[src/rtl/keyed_wdog.sv]
module keyed_wdog #(
  parameter int KEY_GAP = 20,
  parameter int UNLOCK_WIN = 256,
  parameter int IRQ_DELAY = 128,
  parameter logic [31:0] DEF_TIMEOUT = 32'd1000
) (
  input  logic        clk,
  input  logic        rst_n,
  input  logic        wr_en,
  input  logic [2:0]  wr_addr,
  input  logic [31:0] wr_data,
  input  logic [2:0]  rd_addr,
  output logic [31:0] rd_data,
  input  logic        in_wait,
  input  logic        in_stop,
  input  logic        in_standby,
  input  logic        in_debug,
  output logic        irq,
  output logic        rst_req
);

  localparam logic [2:0] A_CTRL = 3'd0, A_TMO = 3'd1, A_WIN = 3'd2,
                         A_REFR = 3'd3, A_UNLK = 3'd4, A_CNT = 3'd5;
  localparam int GW = $clog2(KEY_GAP + 2);
  localparam int UW = $clog2(UNLOCK_WIN + 1);
  localparam int DW = $clog2(IRQ_DELAY + 1);

  logic [6:0]    ctrl;
  logic [31:0]   timeout, win_start, cnt;
  logic [UW-1:0] unlk_cnt;
  logic [DW-1:0] dly;
  logic [1:0]    seq_ok, seq_bad;

  wire unlocked = unlk_cnt != '0;
  wire tripped  = irq | rst_req;
  wire paused   = (in_wait & ~ctrl[3]) | (in_stop & ~ctrl[4]) |
                  (in_standby & ~ctrl[5]) | (in_debug & ~ctrl[6]);
  wire early    = seq_ok[0] & ctrl[1] & (cnt < win_start);
  wire fault    = ctrl[0] & ~tripped & ((|seq_bad) | early | (cnt >= timeout));
  wire cfg_wr   = wr_en & unlocked;

  for (genvar k = 0; k < 2; k++) begin : g_key
    localparam logic [31:0] W1 = (k == 0) ? 32'h0000_A602 : 32'h0000_C520;
    localparam logic [31:0] W2 = (k == 0) ? 32'h0000_B480 : 32'h0000_D928;
    logic          armed;
    logic [GW-1:0] gap;
    wire hit = wr_en && (wr_addr == ((k == 0) ? A_REFR : A_UNLK));
    assign seq_ok[k]  = hit && armed && (wr_data == W2) && (gap <= GW'(KEY_GAP));
    assign seq_bad[k] = hit && !seq_ok[k] && (armed || (wr_data != W1));
    always_ff @(posedge clk or negedge rst_n) begin
      if (!rst_n) begin
        armed <= 1'b0;
        gap   <= '0;
      end else if (hit) begin
        armed <= !armed && (wr_data == W1);
        gap   <= GW'(1);
      end else if (armed && gap <= GW'(KEY_GAP)) begin
        gap <= gap + 1'b1;
      end
    end
  end

  always_ff @(posedge clk or negedge rst_n) begin
    if (!rst_n) begin
      ctrl      <= 7'h01;
      timeout   <= DEF_TIMEOUT;
      win_start <= '0;
    end else if (cfg_wr) begin
      if (wr_addr == A_CTRL) ctrl      <= wr_data[6:0];
      if (wr_addr == A_TMO)  timeout   <= wr_data;
      if (wr_addr == A_WIN)  win_start <= wr_data;
    end
  end

  always_ff @(posedge clk or negedge rst_n) begin
    if (!rst_n)          unlk_cnt <= '0;
    else if (seq_ok[1])  unlk_cnt <= UW'(UNLOCK_WIN);
    else if (unlocked)   unlk_cnt <= unlk_cnt - 1'b1;
  end

  always_ff @(posedge clk or negedge rst_n) begin
    if (!rst_n)                                  cnt <= '0;
    else if (seq_ok[0] && !early)                cnt <= '0;
    else if (ctrl[0] && !paused && !tripped && cnt != '1) cnt <= cnt + 1'b1;
  end

  always_ff @(posedge clk or negedge rst_n) begin
    if (!rst_n) begin
      irq     <= 1'b0;
      rst_req <= 1'b0;
      dly     <= '0;
    end else if (fault) begin
      if (ctrl[2]) begin
        irq <= 1'b1;
        dly <= DW'(IRQ_DELAY - 1);
      end else begin
        rst_req <= 1'b1;
      end
    end else if (irq && !rst_req) begin
      if (dly == '0) rst_req <= 1'b1;
      else           dly <= dly - 1'b1;
    end
  end

  always_comb begin
    case (rd_addr)
      A_CTRL:  rd_data = {25'd0, ctrl};
      A_TMO:   rd_data = timeout;
      A_WIN:   rd_data = win_start;
      A_CNT:   rd_data = cnt;
      default: rd_data = '0;
    endcase
  end

  AST_RST_STICKY: assert property (@(posedge clk) disable iff (!rst_n)
    rst_req |=> rst_req);
  AST_IRQ_STICKY: assert property (@(posedge clk) disable iff (!rst_n)
    irq |=> irq);
  AST_IRQ_LEADS: assert property (@(posedge clk) disable iff (!rst_n)
    $rose(irq) |-> !rst_req);
  AST_LOCKED_CFG: assert property (@(posedge clk) disable iff (!rst_n)
    !unlocked |=> ($stable(ctrl) && $stable(timeout) && $stable(win_start)));
  AST_PAUSE_HOLD: assert property (@(posedge clk) disable iff (!rst_n)
    (paused && !seq_ok[0]) |=> $stable(cnt));
  AST_DISABLED_QUIET: assert property (@(posedge clk) disable iff (!rst_n)
    (!ctrl[0] && !tripped) |=> (!irq && !rst_req));

endmodule

[config.mk]
export PLATFORM = sky130hd
export DESIGN_NAME = keyed_wdog
export DESIGN_NICKNAME = d
export VERILOG_FILES = /design/src/rtl/keyed_wdog.sv
export SDC_FILE = /design/constraint.sdc
export NUM_CORES = 1
export LEC_CHECK = 0
export ABC_AREA = 0
export BUFFER_PORTS_ARGS = -buffer_cell sky130_fd_sc_hd__buf_2
export CAP_MARGIN = 10
export CORE_MARGIN = 2
export CORE_UTILIZATION = 55
export CTS_CLUSTER_SIZE = 10
export DETAILED_ROUTE_END_ITERATION = 7
export PLACE_DENSITY = 0.75
export SLEW_MARGIN = 20
export SYNTH_ARGS = -nofsm -noshare
export SYNTH_HDL_FRONTEND = slang
export SYNTH_SLANG_ARGS = --single-unit
[constraint.sdc]
create_clock -name clk -period 4.6 [get_ports clk]
set_input_delay 0.92 -clock clk [delete_from_list [all_inputs] [get_ports clk]]
set_output_delay 0.92 -clock clk [all_outputs]
set_load 0.03 [all_outputs]
==> impl_metrics.py, run 1 <==
metrics = {
    "pwr": {
        "ir_worst_vdd_v": 0.000272,
        "total_power_mw": 3.22,
        "leakage_nw": 4.31,
        "power.density_nw_per_um2": 341,
    },
    "clock_tree": {
        "clock-root-buffer": "clkbuf_16",
        "cts_tree": "done",
        "hold_buffers": 0,
        "cts_setup_buffers": 0,
        "cts_resized": 0,
        "clock_path_buffers": 2,
        "cts_sinks": 134,
        "clkTransAtPathRegs_ps": 60,
        "h-tree-depth": 4,
        "clkLatencyLatePin_ps": 420,
        "cts_buffers": 17,
    },
    "timing": {
        "relSlewSlack_pct": 30.6,
        "fin_ws_ps": 907,
        "slew_violations": 0,
        "worst_slew_pin_slew_ps": 1020,
        "setup_tns_ps": 0,
        "holdWs_ps": 486,
        "fmax_ghz": 0.271,
        "setup_viol": 0,
        "skew_ps": 7.67,
        "timing_hold_violations_final": 0,
        "period_minus_slack_ps": 3690,
        "rsz0062_at_grt": "no",
        "period_share_pct": 80.3,
    },
    "synth": {
        "synth_edf_count": 0,
        "async_flop_share_pct": 100,
        "synth.distinct_cells": 55,
        "synthCells": 972,
        "ys_seq_area_share_pct": 40.4,
        "synth_flop_cell": "dfrtp_1",
        "netlist_area_um2": 8310,
        "synth_nets": 1088,
        "avgSynthCellArea_um2": 8.55,
        "yosysWarnings": 0,
        "synth_seq_cells": 134,
    },
    "setup_path": {
        "cp.required_ps": 3680,
        "cp-end-kind": "output pin",
        "arrival_ps": 2770,
        "critPathKind": "input pin to output pin",
        "start_kind": "input pin",
        "crit_fanout": 15,
    },
    "drt": {
        "drt_iter0_markers": 689,
        "wl_mm": 22.0,
        "via_per_inst": 6.00,
        "route.detailed.drc": 0,
        "vias": 7415,
        "ant_nets": 0,
        "routedWlPerCell_um": 17.8,
        "first_pass_iters": 5,
    },
    "global_routing": {
        "globalRouteOverflowTotal": 0,
        "grt_pass1_vias": 7131,
        "grt_max_degree": 98,
        "use_met1_pct": 39.8,
        "use_met2_pct": 44.3,
        "antenna_found_initial": 0,
        "grtUsageTotal_pct": 28.5,
        "top_usage_layer": "met2",
        "grt_pass1_wl_mm": 36.1,
        "grt.met3_usage_pct": 5.40,
    },
    "layout": {
        "nNetsFinal": 1156,
        "syn2layout_area_growth_pct": 13.5,
        "layout-drive-gt1-share_pct": 13.7,
        "final_cells": 1236,
        "antenna_cells": 0,
        "design_area_um2": 9430,
        "fill_cells": 1271,
        "finish.utilization_pct": 64.4,
    },
    "placed_design": {
        "gp_congestion": 0.898,
        "dp_hpwl_mm": 15.8,
        "postPlaceCellArea_um2": 8900,
        "dp_slack_ps": 987,
        "dp_cells": 1205,
        "portBuffers": 78,
    },
    "floorplan": {
        "start_util_pct": 56.8,
        "io_pins": 79,
        "coreArea_um2": 14600,
        "dieArea_um2": 16100,
        "die_h_um": 127,
        "die_w_um": 127,
        "rows": 44,
    },
    "run_status": {
        "status": "complete, no violations",
    },
    "worst_hold_path": {
        "worst_hold_path_type": "flop to flop",
    },
    "job": {
        "cap_viol_max_count": 0,
    },
}
-- flip-flops by register name (all words and copies together), names as in the netlist, 2 cells and up --
name and count:
cnt 32, timeout 32, win_start 32, g_key.gap 10
unlk_cnt 9, dly 8, ctrl 7, g_key.armed 2
-- cell usage after synthesis, drive strengths merged, types with 16 or more instances --
| library cell | number | area share [%] |
|---|---|---|
| clkbuf | 40 | 1.8 |
| nor3 | 16 | 1.0 |
| nand3 | 16 | 0.96 |
| o21ai | 111 | 6.7 |
| xnor2 | 26 | 2.7 |
| nor4 | 21 | 1.6 |
| nor2 | 85 | 3.9 |
| a21oi | 38 | 2.3 |
| dfrtp | 127 | 38 |
| inv | 81 | 3.7 |
| a22oi | 25 | 2.3 |
| nand4 | 25 | 1.9 |
| nand2 | 143 | 6.5 |
| ha | 71 | 11 |
| xor2 | 22 | 2.3 |
-- routing by layer --
metal,vias to the layer above,wire length (µm)
met5,-,0
met4,0,519
met3,30,1370
met2,270,10000
met1,3575,10100
li1,3540,-
-- report_power, final --
group / internal [mW] / total (mW) / switching (mW)
Clock: 0.736 / 1.24 / 0.508
Sequential: 1.32 / 1.41 / 0.0852
Combinational: 0.199 / 0.563 / 0.364
Total: 2.26 / 3.22 / 0.957
-- area by class of cell --
| class | instances | area [µm²] | share of cell area (%) |
|---|---|---|---|
| Multi-Input combinational cell | 716 | 4510 | 47.9 |
| Sequential cell | 134 | 3360 | 35.6 |
| Timing Repair Buffer | 90 | 487 | 5.16 |
| Clock buffer | 22 | 484 | 5.13 |
| Inverter | 81 | 304 | 3.22 |
| Tap cell | 184 | 230 | 2.44 |
| Clock inverter | 9 | 52.6 | 0.557 |
-- worst max-delay path, cell delays in order --
cell and delay [ps]:
buf_2 240, nor2b_2 630, buf_4 370, a22oi_1 120, o21ai_0 230, buf_2 240
-- path summary, 6_finish.rpt --
path,from,end,slack [ps],depth (start not counted)
max reg2reg,cnt[19],cnt[15],1540,9
min reg2reg,unlk_cnt[8],unlk_cnt[8],490,1
max,rd_addr[0],rd_data[23],910,6
min,unlk_cnt[8],unlk_cnt[8],490,1
min in group asynchronous,rst_n,dly[3],560,1
max in group asynchronous,rst_n,win_start[22],2980,2
-- kinds of logic (layout without fill, tap and decap cells) --
logic type               Yosys count  after routing  share of synthesized area, %
AO/OA/AOI/OAI                    215            215                          15.1
XOR/XNOR                          48             48                          5.06
adder cells (fa/ha/maj)           71             71                          10.7
buffers and inverters            122            202                          5.52
flip-flops                       134            134                          40.4
multiplexers                      15             15                          1.91
AND/OR/NAND/NOR                  367            367                          21.3
-- cell usage in the layout (no fill, tap or decap), types with 4 or more instances in the layout --
master,instances
or3_1,5
a21o_1,4
dfstp_2,7
and4_1,5
mux2_2,7
a22oi_1,25
xnor2_1,26
clkbuf_16,17
nand3_1,16
nor4_1,19
o21ai_0,111
nand4_1,25
buf_4,12
nand2_1,143
a211oi_1,5
clkbuf_8,4
and2_1,7
nand2b_1,7
ha_1,71
buf_2,77
nor2b_1,6
o31ai_1,6
mux2i_1,8
and3_1,6
xor2_1,22
nor2_1,84
a21oi_1,38
clkinv_2,6
inv_1,81
a31oi_1,7
dfrtp_1,127
nor3_1,15
Power figures use the tool's default switching activity.
==> run 2: changes to the inputs <==
--- a/config.mk
+++ b/config.mk
@@ -5,14 +5,14 @@
 export SDC_FILE = /design/constraint.sdc
 export NUM_CORES = 1
 export LEC_CHECK = 0
-export ABC_AREA = 0
+export ABC_AREA = 1
 export BUFFER_PORTS_ARGS = -buffer_cell sky130_fd_sc_hd__buf_2
 export CAP_MARGIN = 10
 export CORE_MARGIN = 2
 export CORE_UTILIZATION = 55
 export CTS_CLUSTER_SIZE = 10
 export DETAILED_ROUTE_END_ITERATION = 7
-export PLACE_DENSITY = 0.75
+export PLACE_DENSITY = 0.78
 export SLEW_MARGIN = 20
 export SYNTH_ARGS = -nofsm -noshare
 export SYNTH_HDL_FRONTEND = slang
==> constraint.sdc (replaced) <==
create_clock -name clk -period 3.3 [get_ports clk]
set_input_delay 0.66 -clock clk [delete_from_list [all_inputs] [get_ports clk]]
set_output_delay 0.66 -clock clk [all_outputs]
set_load 0.03 [all_outputs]
==> run 2 against run 1 <==
Against the previous run: critical endpoint is now rd_data[6]; first-iteration DRC count up 6.4%; register-to-register slack worse by 760 ps; highest routed layer unchanged; synthesized cell count up 20%; hold slack worse by 260 ps; sequential cell count unchanged.
==> impl_metrics.py, run 2 <==
metrics = {
    "clock_tree": {
        "cts_buffers": 17,
        "hold_buffers": 0,
        "clkTransAtPathRegs_ps": 60,
        "cts_setup_buffers": 0,
        "clock_path_buffers": 2,
        "cts_resized": 0,
        "clkLatencyLatePin_ps": 430,
        "h-tree-depth": 4,
        "clock-root-buffer": "clkbuf_16",
        "cts_tree": "done",
        "cts_sinks": 134,
    },
    "setup_path": {
        "cp_slowest_stage_delay_ps": 460,
        "rrSetupSlack_ps": 780,
        "critPathKind": "input pin to output pin",
        "cp.required_ps": 2640,
        "crit_fanout": 32,
        "arrival_ps": 2250,
        "rr_startpoint": "ctrl[0]",
        "worst_r2r_endpoint": "cnt[30]",
        "cp_slowest_cell": "nor2_1",
        "critical_path.cell_chain": "buf_2, nor2_1, nand2_1, buf_4, o22ai_1, a311o_1, buf_2",
        "rr_worst_depth": 8,
        "worst-path-buf-inv": 3,
        "cp-end-kind": "output pin",
        "crit_top_cell": "buf_2",
        "critPathTopFamily": "buffers and inverters",
        "start_kind": "input pin",
    },
    "pwr": {
        "ir_worst_vdd_v": 0.000400,
        "leakage_nw": 5.22,
        "total_power_mw": 4.97,
        "power.density_nw_per_um2": 498,
    },
    "global_routing": {
        "grtUsageTotal_pct": 29.9,
        "grt_pass1_vias": 7747,
        "antenna_found_initial": 0,
        "grt_pass1_wl_mm": 39.0,
        "grt_max_degree": 71,
        "globalRouteOverflowTotal": 0,
    },
    "synth": {
        "synth_seq_cells": 134,
        "yosysWarnings": 0,
        "synth_flop_cell": "dfrtp_1",
        "synth_edf_count": 0,
        "netlist_area_um2": 8790,
        "synthTopCellsByArea": "dfrtp_1 (36%), nand2_1 (11%), ha_1 (10%)",
        "async_flop_share_pct": 100,
        "yosysTopAreaCell": "dfrtp_1",
        "synth_top_area_share_pct": 36.2,
        "synth.distinct_cells": 49,
        "avgSynthCellArea_um2": 7.51,
        "ys_seq_area_share_pct": 38.3,
        "synthCells": 1170,
        "synth_nets": 1286,
        "yosysMostFrequentCell": "nand2_1",
        "synth_commonest_cells": "nand2_1 (252), inv_1 (200), dfrtp_1 (127)",
    },
    "placed_design": {
        "portBuffers": 78,
        "gp_congestion": 0.962,
        "dp_hpwl_mm": 18.0,
    },
    "drt": {
        "route.detailed.drc": 0,
        "wl_mm": 24.2,
        "ant_nets": 0,
        "first_pass_iters": 7,
        "vias": 8286,
        "via_per_inst": 5.61,
        "routedWlPerCell_um": 16.4,
        "drt_iter0_markers": 733,
    },
    "timing": {
        "relSlewSlack_pct": 47.8,
        "rsz0062_at_grt": "no",
        "setup_viol": 0,
        "period_share_pct": 88.3,
        "setup_tns_ps": 0,
        "fmax_ghz": 0.343,
        "worst_slew_pin_slew_ps": 783,
        "slew_violations": 0,
        "timing_hold_violations_final": 0,
        "skew_ps": 10.5,
        "period_minus_slack_ps": 2910,
    },
    "floorplan": {
        "coreArea_um2": 15800,
        "die_w_um": 130,
        "rows": 46,
        "io_pins": 79,
        "start_util_pct": 55.7,
        "dieArea_um2": 17000,
        "die_h_um": 130,
    },
    "layout": {
        "layout_common_cells": "nand2_1 (252), inv_1 (200), dfrtp_1 (127), o21ai_0 (107), nor2_1 (104)",
        "antenna_cells": 0,
        "layout_commonest_cell": "nand2_1",
        "nNetsFinal": 1365,
        "reg_top3": "cnt: 32 flops, timeout: 32 flops, win_start: 32 flops",
        "layout-drive-gt1-share_pct": 12.8,
        "finish.utilization_pct": 63.4,
        "syn2layout_area_growth_pct": 13.7,
    },
    "run_status": {
        "status": "complete, no violations",
    },
    "worst_hold_path": {
        "worst_hold_path_type": "input pin to asynchronous set/reset pin",
    },
    "job": {
        "cap_viol_max_count": 0,
    },
}
-- run 2: cell count changes after synthesis, moves of 20 or more --
cell / change
inv_1: +119
clkbuf_1: -31
a22oi_1: -25
nor3_1: +20
nand2_1: +109
xnor2_1: -24
nor2_1: +20
nand3_1: +33
o221ai_1: +25
-- run 2: stage by stage --
stage          worst slack [ps]  hold slack (ps)  area, µm²  instances
3_5_place_dp                416              467       9420       1446
3_3_place_gp                465              456       9420       1446
6_report                    387              227       9990       1478
2_1_floorplan               564              364       8790       1170
4_1_cts                     416              259       9990       1478
5_1_grt                     263              274       9990       1478
-- run 2: cells by family after synthesis --
| group | after synthesis | synth area share, % |
|---|---|---|
| DFF | 134 | 38.3 |
| and+or+nand+nor | 510 | 26.4 |
| buffers and inverters | 232 | 10.2 |
| AOI/OAI and AO/OA | 215 | 14.2 |
| xor gates and xnor gates | 8 | 0.798 |
| adders and majority gates | 71 | 10.1 |
-- run 2: worst register-to-register path: stages (launching register included) --
cell	delay (ps)
dfstp_2	530
inv_1	90
nor3_4	260
nor3b_2	350
nand2_2	240
nor4_1	510
nand4_1	180
xor2_1	180
nor2_1	100
-- run 2: per-layer routing --
metal	vias up	global-route usage (%)	wire length (µm)
li1	4013	-	-
met1	3924	41.4	10500
met2	312	47.2	11100
met3	37	7.17	2030
met4	0	8.70	528
met5	-	0	0
-- run 2: layout make-up --
class	instances	area (µm²)
fillers	1398	5780
multi-input cells	804	4530
flip-flops and latches	134	3360
inverters	205	772
repair buffers	87	489
clock buffers	20	447
well taps	216	270
clock inverters	12	123
-- run 2: worst max path at each step --
| stage | from | end | slack (ps) | cells after the start |
|---|---|---|---|---|
| 6_report | rd_addr[2] | rd_data[6] | 390 | 7 |
| 5_1_grt | rd_addr[2] | rd_data[4] | 260 | 7 |
| 4_1_cts | rd_addr[2] | rd_data[2] | 420 | 8 |
| 3_5_place_dp | rd_addr[2] | rd_data[2] | 420 | 8 |
| 3_3_place_gp | rd_addr[0] | rd_data[6] | 460 | 7 |
| 2_1_floorplan | rd_addr[2] | rd_data[12] | 560 | 5 |
-- run 2: where the power goes --
group | switching (mW) | internal [mW]
registers | 0.160 | 1.88
logic | 0.697 | 0.384
clock network | 0.782 | 1.07
==> run 3: changes to the inputs <==
--- a/config.mk
+++ b/config.mk
@@ -6,13 +6,13 @@
 export NUM_CORES = 1
 export LEC_CHECK = 0
 export ABC_AREA = 1
-export BUFFER_PORTS_ARGS = -buffer_cell sky130_fd_sc_hd__buf_2
 export CAP_MARGIN = 10
 export CORE_MARGIN = 2
 export CORE_UTILIZATION = 55
 export CTS_CLUSTER_SIZE = 10
 export DETAILED_ROUTE_END_ITERATION = 7
-export PLACE_DENSITY = 0.78
+export DONT_BUFFER_PORTS = 1
+export PLACE_DENSITY = 0.73
 export SLEW_MARGIN = 20
 export SYNTH_ARGS = -nofsm -noshare
 export SYNTH_HDL_FRONTEND = slang
==> run 3 against run 2 <==
Against the previous run: the flow now finishes with violations (hold timing); first-iteration DRC count fell by 21%; wire length fell by 2.6%; global-route usage fell by 0.53 points; die area did not move; highest routed layer unchanged; maximum frequency rose by 6.0%; hold slack got worse by 300 ps; critical path depth did not move; sequential share of layout area rose by 0.51 points; sequential power barely moved.
==> impl_metrics.py, run 3 (synthesis gave the netlist of run 2 again) <==
metrics = {
    "pwr": {
        "power.density_nw_per_um2": 498,
        "leakage_nw": 5.04,
        "ir_worst_vdd_v": 0.000422,
        "total_power_mw": 4.90,
    },
    "setup_path": {
        "worst_r2r_endpoint": "cnt[21]",
        "crit_fanout": 27,
        "startpoint": "rd_addr[2]",
        "cp.required_ps": 2640,
        "arrival_ps": 2090,
        "start_kind": "input pin",
        "critPathKind": "input pin to output pin",
        "cp-end-kind": "output pin",
        "rr_worst_depth": 12,
        "rr_startpoint": "cnt[5]",
        "rrSetupSlack_ps": 770,
    },
    "timing": {
        "rsz0062_at_grt": "no",
        "fmax_ghz": 0.364,
        "holdWs_ps": -77.8,
        "setup_tns_ps": 0,
        "period_share_pct": 83.3,
        "relSlewSlack_pct": 52.6,
        "worst_slew_pin_slew_ps": 710,
        "timing_hold_violations_final": 118,
        "period_minus_slack_ps": 2750,
        "skew_ps": 7.86,
        "slew_violations": 0,
        "setup_viol": 0,
    },
    "layout": {
        "multi_input_area_um2": 4530,
        "final_cells": 1430,
        "layout_commonest_cell": "nand2_1",
        "finish.utilization_pct": 62.4,
        "reg_top3": "cnt: 32 flops, timeout: 32 flops, win_start: 32 flops",
        "antenna_cells": 0,
        "regArea_um2": 3360,
        "syn2layout_area_growth_pct": 12.0,
        "fill_cells": 1436,
        "layout_common_cells": "nand2_1 (252), inv_1 (200), dfrtp_1 (127), o21ai_0 (107), nor2_1 (104)",
        "layout-drive-gt1-share_pct": 9.56,
        "nNetsFinal": 1317,
    },
    "placed_design": {
        "dp_hpwl_mm": 17.1,
        "gp_congestion": 0.953,
        "dp_cells": 1398,
        "portBuffers": 0,
    },
    "job": {
        "cap_viol_max_count": 0,
    },
    "run_status": {
        "violations": "hold timing",
        "status": "finished with violations",
    },
    "drt": {
        "route.detailed.drc": 0,
        "wl_mm": 23.5,
        "via_per_inst": 5.62,
        "vias": 8043,
        "drt_iter0_markers": 579,
        "first_pass_iters": 5,
        "ant_nets": 0,
        "routedWlPerCell_um": 16.5,
    },
    "global_routing": {
        "grt_max_degree": 135,
        "grtUsageTotal_pct": 29.3,
        "grt_pass1_wl_mm": 38.7,
        "antenna_found_initial": 0,
        "grt_pass1_vias": 7809,
        "globalRouteOverflowTotal": 0,
    },
    "clock_tree": {
        "clock_path_buffers": 2,
        "clkTransAtPathRegs_ps": 60,
        "cts_resized": 0,
        "clkLatencyLatePin_ps": 430,
        "h-tree-depth": 4,
        "clock-root-buffer": "clkbuf_16",
        "cts_tree": "done",
        "cts_buffers": 17,
        "cts_setup_buffers": 0,
        "cts_sinks": 134,
    },
    "floorplan": {
        "io_pins": 79,
        "coreArea_um2": 15800,
        "rows": 46,
        "die_w_um": 130,
        "die_h_um": 130,
        "start_util_pct": 55.7,
        "dieArea_um2": 17000,
    },
    "worst_hold_path": {
        "worst_hold_path_type": "input pin to asynchronous set/reset pin",
    },
}
-- run 3: changes by cell type in the layout (fill, tap and decap cells not counted), moves of 2 or more --
| cell | before | now |
|---|---|---|
| buf_4 | 7 | 35 |
| clkinv_2 | 1 | 3 |
| buf_2 | 77 | 0 |
| clkbuf_1 | 2 | 0 |
| buf_12 | 2 | 4 |
| clkinvlp_4 | 2 | 4 |
-- run 3: area by class of cell --
class | instances | share of cell area (%)
tap | 216 | 2.75
inverter | 205 | 7.84
clock inverter | 14 | 1.30
sequential | 134 | 34.2
timing repair buffer | 39 | 3.48
clock buffer | 18 | 4.46
multi-input combinational | 804 | 46.0
-- run 3: worst max-delay path, stage by stage --
cell and delay, ps:
nor2_1 390, nand2_1 290, buf_12 250, o22ai_1 150, inv_1 60, o221ai_1 120
buf_12 170
-- run 3: power breakdown --
part	internal [mW]	switching, mW
combinational	0.390	0.647
sequential	1.88	0.154
clock	1.06	0.772
-- run 3: how the worst max path moves through the flow --
stage,slack (ps),endpoint,cells past startpoint
floorplan,560,rd_data[12],5
global placement,670,rd_data[2],7
detailed placement,600,rd_data[2],7
CTS,600,rd_data[2],7
global route,440,rd_data[2],7
finish,550,rd_data[2],7
-- run 3: metrics by stage --
| step | setup slack [ps] | cell area, µm² | hold WS, ps |
|---|---|---|---|
| 6_report | 551 | 9840 | -77.8 |
| 5_1_grt | 445 | 9840 | -92.5 |
| 3_3_place_gp | 668 | 9280 | 367 |
| 3_5_place_dp | 604 | 9280 | 367 |
| 2_1_floorplan | 564 | 8790 | 364 |
| 4_1_cts | 604 | 9840 | -85.2 |
-- run 3: routing by layer --
layer | global-route usage, % | up-vias | share of wire, %
met5 | 0 | - | 0
met4 | 9.57 | 0 | 2.5
met3 | 7.61 | 46 | 7.2
met2 | 47.2 | 269 | 46
met1 | 39.1 | 3803 | 44
li1 | - | 3925 | -
